==> src/rtl/sb_pkg.sv <==
package sb_pkg;
  localparam int SIDES = 4;
  localparam int PATS  = 2;
  localparam int OFFS  = SIDES - 1;

  function automatic int src_of(input int dst, input int k);
    return (dst + SIDES - k - 1) % SIDES;
  endfunction

  function automatic int bit_idx(input int s, input int k, input int t,
                                 input int p, input int tracks);
    return ((s * OFFS + k) * tracks + t) * PATS + p;
  endfunction

  function automatic int rot_src(input int j, input int p, input int tracks,
                                 input int rot);
    return (j + (tracks - (rot % tracks)) * p) % tracks;
  endfunction
endpackage

==> src/rtl/sb_cfg_chain.sv <==
module sb_cfg_chain #(
  parameter int W = 96
) (
  input  logic         clk,
  input  logic         rst_n,
  input  logic         shift_en,
  input  logic         ser_in,
  output logic         ser_out,
  output logic [W-1:0] bits
);
  logic [W-1:0] chain_q;

  always_ff @(posedge clk or negedge rst_n) begin
    if (!rst_n) chain_q <= '0;
    else if (shift_en) chain_q <= {chain_q[W-2:0], ser_in};
  end

  assign bits    = chain_q;
  assign ser_out = chain_q[W-1];
endmodule

==> src/rtl/sb_dest_side.sv <==
module sb_dest_side #(
  parameter int TRACKS = 4,
  parameter int ROT    = 3,
  localparam int OFFS  = sb_pkg::OFFS,
  localparam int PATS  = sb_pkg::PATS
) (
  input  logic [OFFS*TRACKS-1:0]      src_trk,
  input  logic [OFFS*TRACKS*PATS-1:0] en,
  input  logic                        blank,
  output logic [TRACKS-1:0]           dst_trk
);
  for (genvar j = 0; j < TRACKS; j++) begin : g_trk
    logic [OFFS*PATS-1:0] term;
    for (genvar k = 0; k < OFFS; k++) begin : g_off
      for (genvar p = 0; p < PATS; p++) begin : g_pat
        localparam int T = sb_pkg::rot_src(j, p, TRACKS, ROT);
        assign term[k*PATS+p] = src_trk[k*TRACKS+T] & en[(k*TRACKS+T)*PATS+p];
      end
    end
    assign dst_trk[j] = (|term) & ~blank;
  end
endmodule

==> src/rtl/route_switchbox.sv <==
module route_switchbox #(
  parameter int TRACKS = 4,
  parameter int ROT    = 3,
  localparam int SIDES = sb_pkg::SIDES,
  localparam int OFFS  = sb_pkg::OFFS,
  localparam int PATS  = sb_pkg::PATS,
  localparam int CFG_W = SIDES * OFFS * TRACKS * PATS
) (
  input  logic                    clk,
  input  logic                    rst_n,
  input  logic                    cfg_en,
  input  logic                    cfg_in,
  output logic                    cfg_out,
  input  logic [SIDES*TRACKS-1:0] trk_in,
  output logic [SIDES*TRACKS-1:0] trk_out
);
  logic [CFG_W-1:0] cfg_bits;
  logic             chain_head;

  sb_cfg_chain #(.W(CFG_W)) chain_i (
    .clk      (clk),
    .rst_n    (rst_n),
    .shift_en (cfg_en),
    .ser_in   (cfg_in),
    .ser_out  (cfg_out),
    .bits     (cfg_bits)
  );

  assign chain_head = cfg_bits[0];

  for (genvar d = 0; d < SIDES; d++) begin : g_dst
    logic [OFFS*TRACKS-1:0]      src_v;
    logic [OFFS*TRACKS*PATS-1:0] en_v;
    for (genvar k = 0; k < OFFS; k++) begin : g_k
      localparam int S = sb_pkg::src_of(d, k);
      for (genvar t = 0; t < TRACKS; t++) begin : g_t
        assign src_v[k*TRACKS+t] = trk_in[S*TRACKS+t];
        for (genvar p = 0; p < PATS; p++) begin : g_p
          assign en_v[(k*TRACKS+t)*PATS+p] = cfg_bits[sb_pkg::bit_idx(S, k, t, p, TRACKS)];
        end
      end
    end
    sb_dest_side #(.TRACKS(TRACKS), .ROT(ROT)) side_i (
      .src_trk (src_v),
      .en      (en_v),
      .blank   (cfg_en),
      .dst_trk (trk_out[d*TRACKS +: TRACKS])
    );
  end
endmodule

==> config.mk <==
export PLATFORM = sky130hd
export DESIGN_NAME = route_switchbox
export DESIGN_NICKNAME = d
export VERILOG_FILES = /design/src/rtl/sb_pkg.sv /design/src/rtl/sb_cfg_chain.sv /design/src/rtl/sb_dest_side.sv /design/src/rtl/route_switchbox.sv
export SDC_FILE = /design/constraint.sdc
export NUM_CORES = 1
export LEC_CHECK = 0
export ABC_AREA = 1
export BUFFER_PORTS_ARGS = -buffer_cell sky130_fd_sc_hd__buf_2
export CORE_MARGIN = 2
export CORE_UTILIZATION = 30
export DETAILED_ROUTE_END_ITERATION = 16
export SLEW_MARGIN = 10
export SYNTH_ARGS = -nofsm -noshare
export SYNTH_HDL_FRONTEND = slang
export SYNTH_SLANG_ARGS = --single-unit
export TNS_END_PERCENT = 100
==> constraint.sdc <==
create_clock -name clk -period 1.5 [get_ports clk]
set_clock_uncertainty 0.2 [all_clocks]
set_input_delay 0.375 -clock clk [delete_from_list [all_inputs] [get_ports clk]]
set_output_delay 0.375 -clock clk [all_outputs]
set_load 0.05 [all_outputs]
# Word level (Yosys, flattened, before mapping)
# Index checks and enable logic that the tools add are counted.
[totals]
register_bits = 96
latch_bits = 0
ram_bits = 0
rom_bits = 0
input_bits = 20
output_inout_bits = 17
elab_cells = 130
mem_count = 0
[classes]
add_sub_neg = 0
mul = 0
div_mod_pow = 0
magnitude_cmp = 0
eq_ne = 0
shift = 0
mux = 0
bitwise = 113
n_reduce_logical = 16
[ops]
columns = ["cell", "count"]
rows = [
  ["1-bit AND", 112],
  ["6-bit OR reduction", 16],
  ["1-bit NOT", 1],
]

# Longest topological paths before layout
# Gate-level depths: netlist of run 1.
[logic_depth]
word_depth = 3
depth_mapped = 5
mapped_depth_nobuf = 4

# By module
# A second synthesis of run 1 with hierarchy kept.
[unflattened]
cells_unflattened = 599
area_unflattened_um2 = 4377.9
[by_module_without_submodules]
columns = ["mod", "instances", "cells_each", "area_per_inst_um2", "seq_area_each_um2"]
rows = [
  ["sb_cfg_chain", 1, 407, 3637.2, 2402.3],
  ["sb_dest_side", 4, 48, 185.2, 0.0],
]

# Worst setup path before layout of run 1
# No wires, ideal clock.
[synth_path]
kind = "flip-flop to output port"
start = "reg chain_i.chain_q[95], in the netlist chain_i.bits[95]"
end = "out trk_out[10]"
arrival_time_ns = 1.602
required_time_ns = 0.925
slack_ns = -0.677
path_stages_with_launch = 5
n_path_buf = 0
path_cell_list = "dfrtp_1 > nand2_1 > nand2_1 > inv_1 > a21oi_1"
[synth_via]
elab_chain_len = 3
[synth_lines]
columns = ["element", "line", "text"]
rows = [
  ["from (decl)", "sb_cfg_chain.sv:11", "logic [W-1:0] chain_q;"],
  ["from (signal assigned)", "sb_cfg_chain.sv:15", "else if (shift_en) chain_q <= {chain_q[W-2:0], ser_in};"],
  ["1-bit AND", "sb_dest_side.sv:17", "assign term[k*PATS+p] = src_trk[k*TRACKS+T] & en[(k*TRACKS+T)*PATS+p];"],
  ["6-bit OR reduction", "sb_dest_side.sv:20", "assign dst_trk[j] = (|term) & ~blank;"],
  ["1-bit AND", "sb_dest_side.sv:20", ""],
  ["to (decl)", "route_switchbox.sv:15", "output logic [SIDES*TRACKS-1:0] trk_out"],
]
# Every way passes these cells.

# Worst setup path after layout of run 1
[layout_path]
start = "reg chain_i.chain_q[59], in the netlist chain_i.bits[59]"
end = "out trk_out[0]"
# The elaborated chain is that of the path after synthesis.

==> results of run 1 <==
==> what timing repair did <==
| item | 4_1_cts | 5_1_grt |
|---|---|---|
| setup buffers | 9 | 20 |
| gates resized for setup | 89 | 24 |
| setup endpoints to repair | 17 | 17 |
| hold endpoints to repair | 17 | 0 |
| pin swaps | 43 | 25 |
| gates cloned | 0 | 0 |
| hold buffers | 1 | 0 |
==> worst min-delay path by stage <==
stage               startpoint  slack (ps)               end  cells after the start
detailed placement       rst_n         110  chain_i.bits[57]                      1
global route            cfg_in          50   chain_i.bits[0]                      3
floorplan                rst_n        -120   chain_i.bits[0]                      0
CTS                     cfg_in          30   chain_i.bits[0]                      3
global placement         rst_n         110  chain_i.bits[57]                      1
finish                  cfg_in          40   chain_i.bits[0]                      3
==> layout make-up <==
cell class	instances	area (um^2)
clock buffers	10	229
clock inverters	6	60.1
fillers	1413	8260
inverters	64	240
multi-input cells	368	1900
flip-flops and latches	96	2400
well taps	184	230
repair buffers	125	1050
==> through the flow <==
stage,power [uW],setup WS (ps),TNS (ps)
finish,7560,-326,-4970
global route,7960,-393,-5970
CTS,7460,-365,-5260
detailed placement,4930,-309,-7440
global placement,4870,-312,-6610
floorplan,4220,-160,-2530
==> kinds of logic after synthesis <==
kind of cell / after synthesis / share of synthesized area
buf+inv: 87 / 0.0977
compound gates: 112 / 0.130
flops: 96 / 0.552
simple gates: 256 / 0.221
==> routing by layer <==
metal / GRT usage / share of wire / routed length [um]
met1: 0.190 / 0.47 / 5180
met2: 0.246 / 0.48 / 5390
met3: 0.0348 / 0.027 / 304
met4: 0.0549 / 0.024 / 267
met5: 0 / 0 / 0
==> power by group through the flow <==
stage	Combinational (uW)	Sequential, uW	Clock, uW
floorplan	1010	3210	0
global placement	1660	3210	0
detailed placement	1700	3230	0
CTS	1960	3180	2320
global route	2320	3220	2410
finish	2100	3180	2270
==> critical path, delay by kind of cell, from the launching register on <==
family / cells / cell delay (ps)
buf+inv: 1 / 180
simple gates: 3 / 210
compound gates: 1 / 170
flops: 1 / 360
==> synth_stat cells (all sizes together) <==
library cell,instances,area share
nand2,192,0.17
o21ai,48,0.055
clkbuf,5,0.0043
a21oi,64,0.074
buf,18,0.038
nor2,64,0.055
inv,64,0.055
dfrtp,96,0.55
==> impl_metrics.json, run 1 <==
{
  "ys_seq_area_frac": 0.552,
  "slew_violations": 0,
  "ys_ff_latch": 96,
  "hold_ws_ps": 37.0,
  "r2r_setup_slack_ps": 270,
  "reg2reg_from": "chain_i.bits[27]",
  "drcViolationCount": 0,
  "drt-initial-drc-count": 171,
  "cts_max_level": 3,
  "slowest_stage": "dfrtp_1",
  "pwr-share-seq": 0.421,
  "post-route-period-util": 1.22,
  "cts_buffers": 9,
  "synth_warnings": 0,
  "grt_use_total": 0.148,
  "nets": 684,
  "clock_latency_ps": 350,
  "finish.utilization": 0.425,
  "wirelength_um": 11100,
  "path_class": "flip-flop to output port",
  "grt_max_degree": 58,
  "power_frac_comb": 0.278,
  "powerDensity_mw_per_mm2": 1240,
  "place.gp.congestion": 0.833,
  "rr_worst_depth": 5,
  "clock_path_buffers": 2,
  "clk_pin_slew_worst_paths_ps": 60,
  "p_switching_uw": 2380,
  "gr-total-overflow": 0,
  "clock-root-buffer": "clkbuf_16",
  "status": "complete, but fails checks",
  "synth_cell_types": 13,
  "slew_headroom": 0.685,
  "rsz0062_at_grt": "true",
  "tightest_slew_ps": 472,
  "io_buffers": 36,
  "finalHoldViolCount": 0,
  "cts.sinks": 96,
  "viasPerCell": 4.39,
  "fin_cells": 853,
  "grt_pass1_vias": 3731,
  "crit_path_end_kind": "output port",
  "layout-drive-gt1-share": 0.329,
  "fin_crit_ps": 1830,
  "grt_first_pass_wirelength_um": 18200,
  "io_pins": 37,
  "setup_slack_ps": -326,
  "cts_tree": "built",
  "start_kind": "flip-flop",
  "worstPathArrival_ps": 1250,
  "worstReg2RegEnd": "chain_i.bits[27]",
  "hold_class": "input pin to flip-flop",
  "critPathMaxStageDelay_ps": 360,
  "cp-startpoint": "chain_i.bits[59]",
  "intPower_uw": 5180,
  "netlist_area_mm2": 0.00435,
  "layout_commonest_cell": "nand2_1",
  "worstSetupEndpoint": "trk_out[0]",
  "fp.dieH_um": 124,
  "clkPwrFrac": 0.301,
  "syn_nets": 571,
  "place_area_mm2": 0.00529,
  "violations": "negative setup slack",
  "vias": 3742,
  "die_width_um": 124,
  "path_cells": "nand2_1, nand2_1, nor2_2, a21oi_4, buf_6",
  "largest_register_ffs": 96,
  "placed_cells_incl_taps": 808,
  "layout_common_cells": "156 x nand2_1, 95 x dfrtp_1, 82 x buf_4",
  "design_area_mm2": 0.00611,
  "syn_area_per_cell_um2": 7.90,
  "drtAntennaViolNets": 0,
  "netlist_instances": 551,
  "drv_cap": 0,
  "start_util": 0.303,
  "leakage_uw": 0.00303,
  "diodes": 0,
  "rows": 44,
  "first_pass_iters": 4,
  "core_mm2": 0.0144,
  "max_freq_ghz": 0.548,
  "critPathMostFrequentCell": "nand2_1",
  "hpwl_um": 8050,
  "setup_viol": 17,
  "path_max_fanout": 2,
  "ir_drop_mv": 0.572,
  "critPathRequiredTime_ps": 920,
  "synthToLayoutAreaGrowth_pct": 40.4,
  "antenna_found_initial": 0,
  "die-area_mm2": 0.0155,
  "post_drt_wl_per_cell_um": 13.1,
  "p_sw_frac": 0.315
}
Note: power is estimated with default switching activity, not from simulation.
==> run 2, diff against run 1 <==
==> constraint.sdc (replaced) <==
create_clock -name clk -period 2.1 [get_ports clk]
set_clock_uncertainty 0.2 [all_clocks]
set_input_delay 0.525 -clock clk [delete_from_list [all_inputs] [get_ports clk]]
set_output_delay 0.525 -clock clk [all_outputs]
set_load 0.05 [all_outputs]
==> impl_metrics.json, run 2 (synthesized netlist as in run 1, its figures left out) <==
{
  "clk_pin_slew_worst_paths_ps": 70,
  "die_width_um": 124,
  "path_class": "flip-flop to output port",
  "post-route-period-util": 0.972,
  "post_drt_wl_per_cell_um": 13.0,
  "fin_cells": 778,
  "drcViolationCount": 0,
  "grt_max_degree": 48,
  "hold_ws_ps": 220,
  "nets": 609,
  "powerDensity_mw_per_mm2": 960,
  "status": "finished clean",
  "layout_common_cells": "192 x nand2_1, 96 x dfrtp_1, 64 x inv_1",
  "io_pins": 37,
  "grt_first_pass_wirelength_um": 17200,
  "grt_use_total": 0.138,
  "antenna_found_initial": 0,
  "finish.utilization": 0.367,
  "hold_class": "input pin to flip-flop",
  "layout-drive-gt1-share": 0.150,
  "die-area_mm2": 0.0155,
  "tightest_slew_ps": 427,
  "grt_pass1_vias": 3501,
  "crit_path_end_kind": "output port",
  "wirelength_um": 10100,
  "place.gp.congestion": 0.819,
  "clock-root-buffer": "clkbuf_16",
  "start_kind": "flip-flop",
  "hpwl_um": 7460,
  "leakage_uw": 0.00265,
  "cts_max_level": 3,
  "cts.sinks": 96,
  "drt-initial-drc-count": 213,
  "rows": 44,
  "ir_drop_mv": 0.634,
  "slew_violations": 0,
  "critPathRequiredTime_ps": 1370,
  "cts_buffers": 9,
  "cts_tree": "built",
  "drv_cap": 0,
  "placed_cells_incl_taps": 757,
  "diodes": 0,
  "fp.dieH_um": 124,
  "viasPerCell": 4.47,
  "clock_latency_ps": 340,
  "finalHoldViolCount": 0,
  "start_util": 0.303,
  "drtAntennaViolNets": 0,
  "setup_viol": 0,
  "max_freq_ghz": 0.490,
  "gr-total-overflow": 0,
  "rsz0062_at_grt": "true",
  "synthToLayoutAreaGrowth_pct": 21.1,
  "largest_register_ffs": 96,
  "layout_commonest_cell": "nand2_1",
  "clock_path_buffers": 2,
  "core_mm2": 0.0144,
  "fin_crit_ps": 2040,
  "slew_headroom": 0.715,
  "io_buffers": 36,
  "worstPathArrival_ps": 1320,
  "first_pass_iters": 4,
  "vias": 3478,
  "path_max_fanout": 3
}
run 2: cell count changes in the layout (fill, tap and decap cells not counted), moves of 5 or more:
cell	previous run	this run
inv_2	11	0
nand2_2	36	0
inv_1	53	64
nand2_1	156	192
nor2_1	48	55
buf_4	82	18
a21oi_4	16	9
nor2_2	3	8
buf_6	18	11
a21oi_2	1	7
nor2_4	13	1
run 2: layout make-up:
class | instances | area (um^2)
Tap cell | 184 | 230
Clock buffer | 10 | 229
Inverter | 64 | 240
Sequential cell | 96 | 2400
Clock inverter | 6 | 93.8
Multi-Input combinational cell | 368 | 1680
Timing Repair Buffer | 50 | 399
Fill cell | 1460 | 9100
run 2: worst paths after layout:
check / start / endpoint / slack [ps] / cells after the start
worst max-delay path: chain_i.bits[27] / trk_out[8] / 60 / 5
worst min-delay path: cfg_in / chain_i.bits[0] / 220 / 3
worst max register to register: chain_i.bits[21] / chain_i.bits[21] / 1090 / 3
worst min register to register: chain_i.bits[53] / chain_i.bits[54] / 310 / 2
max in group asynchronous: rst_n / chain_i.bits[18] / 680 / 3
min in group asynchronous: rst_n / chain_i.bits[57] / 480 / 2
run 2: power by group:
| group | internal (uW) | switching [uW] | total [uW] |
|---|---|---|---|
| Sequential | 2120 | 187 | 2310 |
| Combinational | 346 | 657 | 1000 |
| Clock | 1050 | 700 | 1750 |
run 2: per-stage QoR:
stage	worst slack, ps	power, uW	cell area [um^2]	TNS (ps)
floorplan	-295	2970	4460	-1910
global placement	-2.94	3240	4780	-2.94
detailed placement	6.29	3270	4780	0
CTS	2.03	5080	5180	0
global route	-16.7	5360	5270	-19.7
finish	58.2	5060	5270	0
run 2: layer usage:
metal / vias to the layer above / wire [um] / global-route usage
met5: - / 0 / 0
met4: 0 / 150 / 0.0502
met3: 14 / 311 / 0.0292
met2: 58 / 4950 / 0.227
met1: 1637 / 4740 / 0.180
li1: 1769 / - / -
run 2: critical path: stages (launching register included):
cell	delay, ps
dfrtp_1	370
nand2_1	60
nand2_1	80
nor2_1	50
a21oi_1	180
buf_4	240
run 2: repair_timing:
action,4_1_cts,5_1_grt
gates resized for setup,18,28
pin swaps,0,6
buffers inserted,2,2
hold buffers,1,0
endpoints found under the setup margin,14,16
endpoints found under the hold margin,29,0
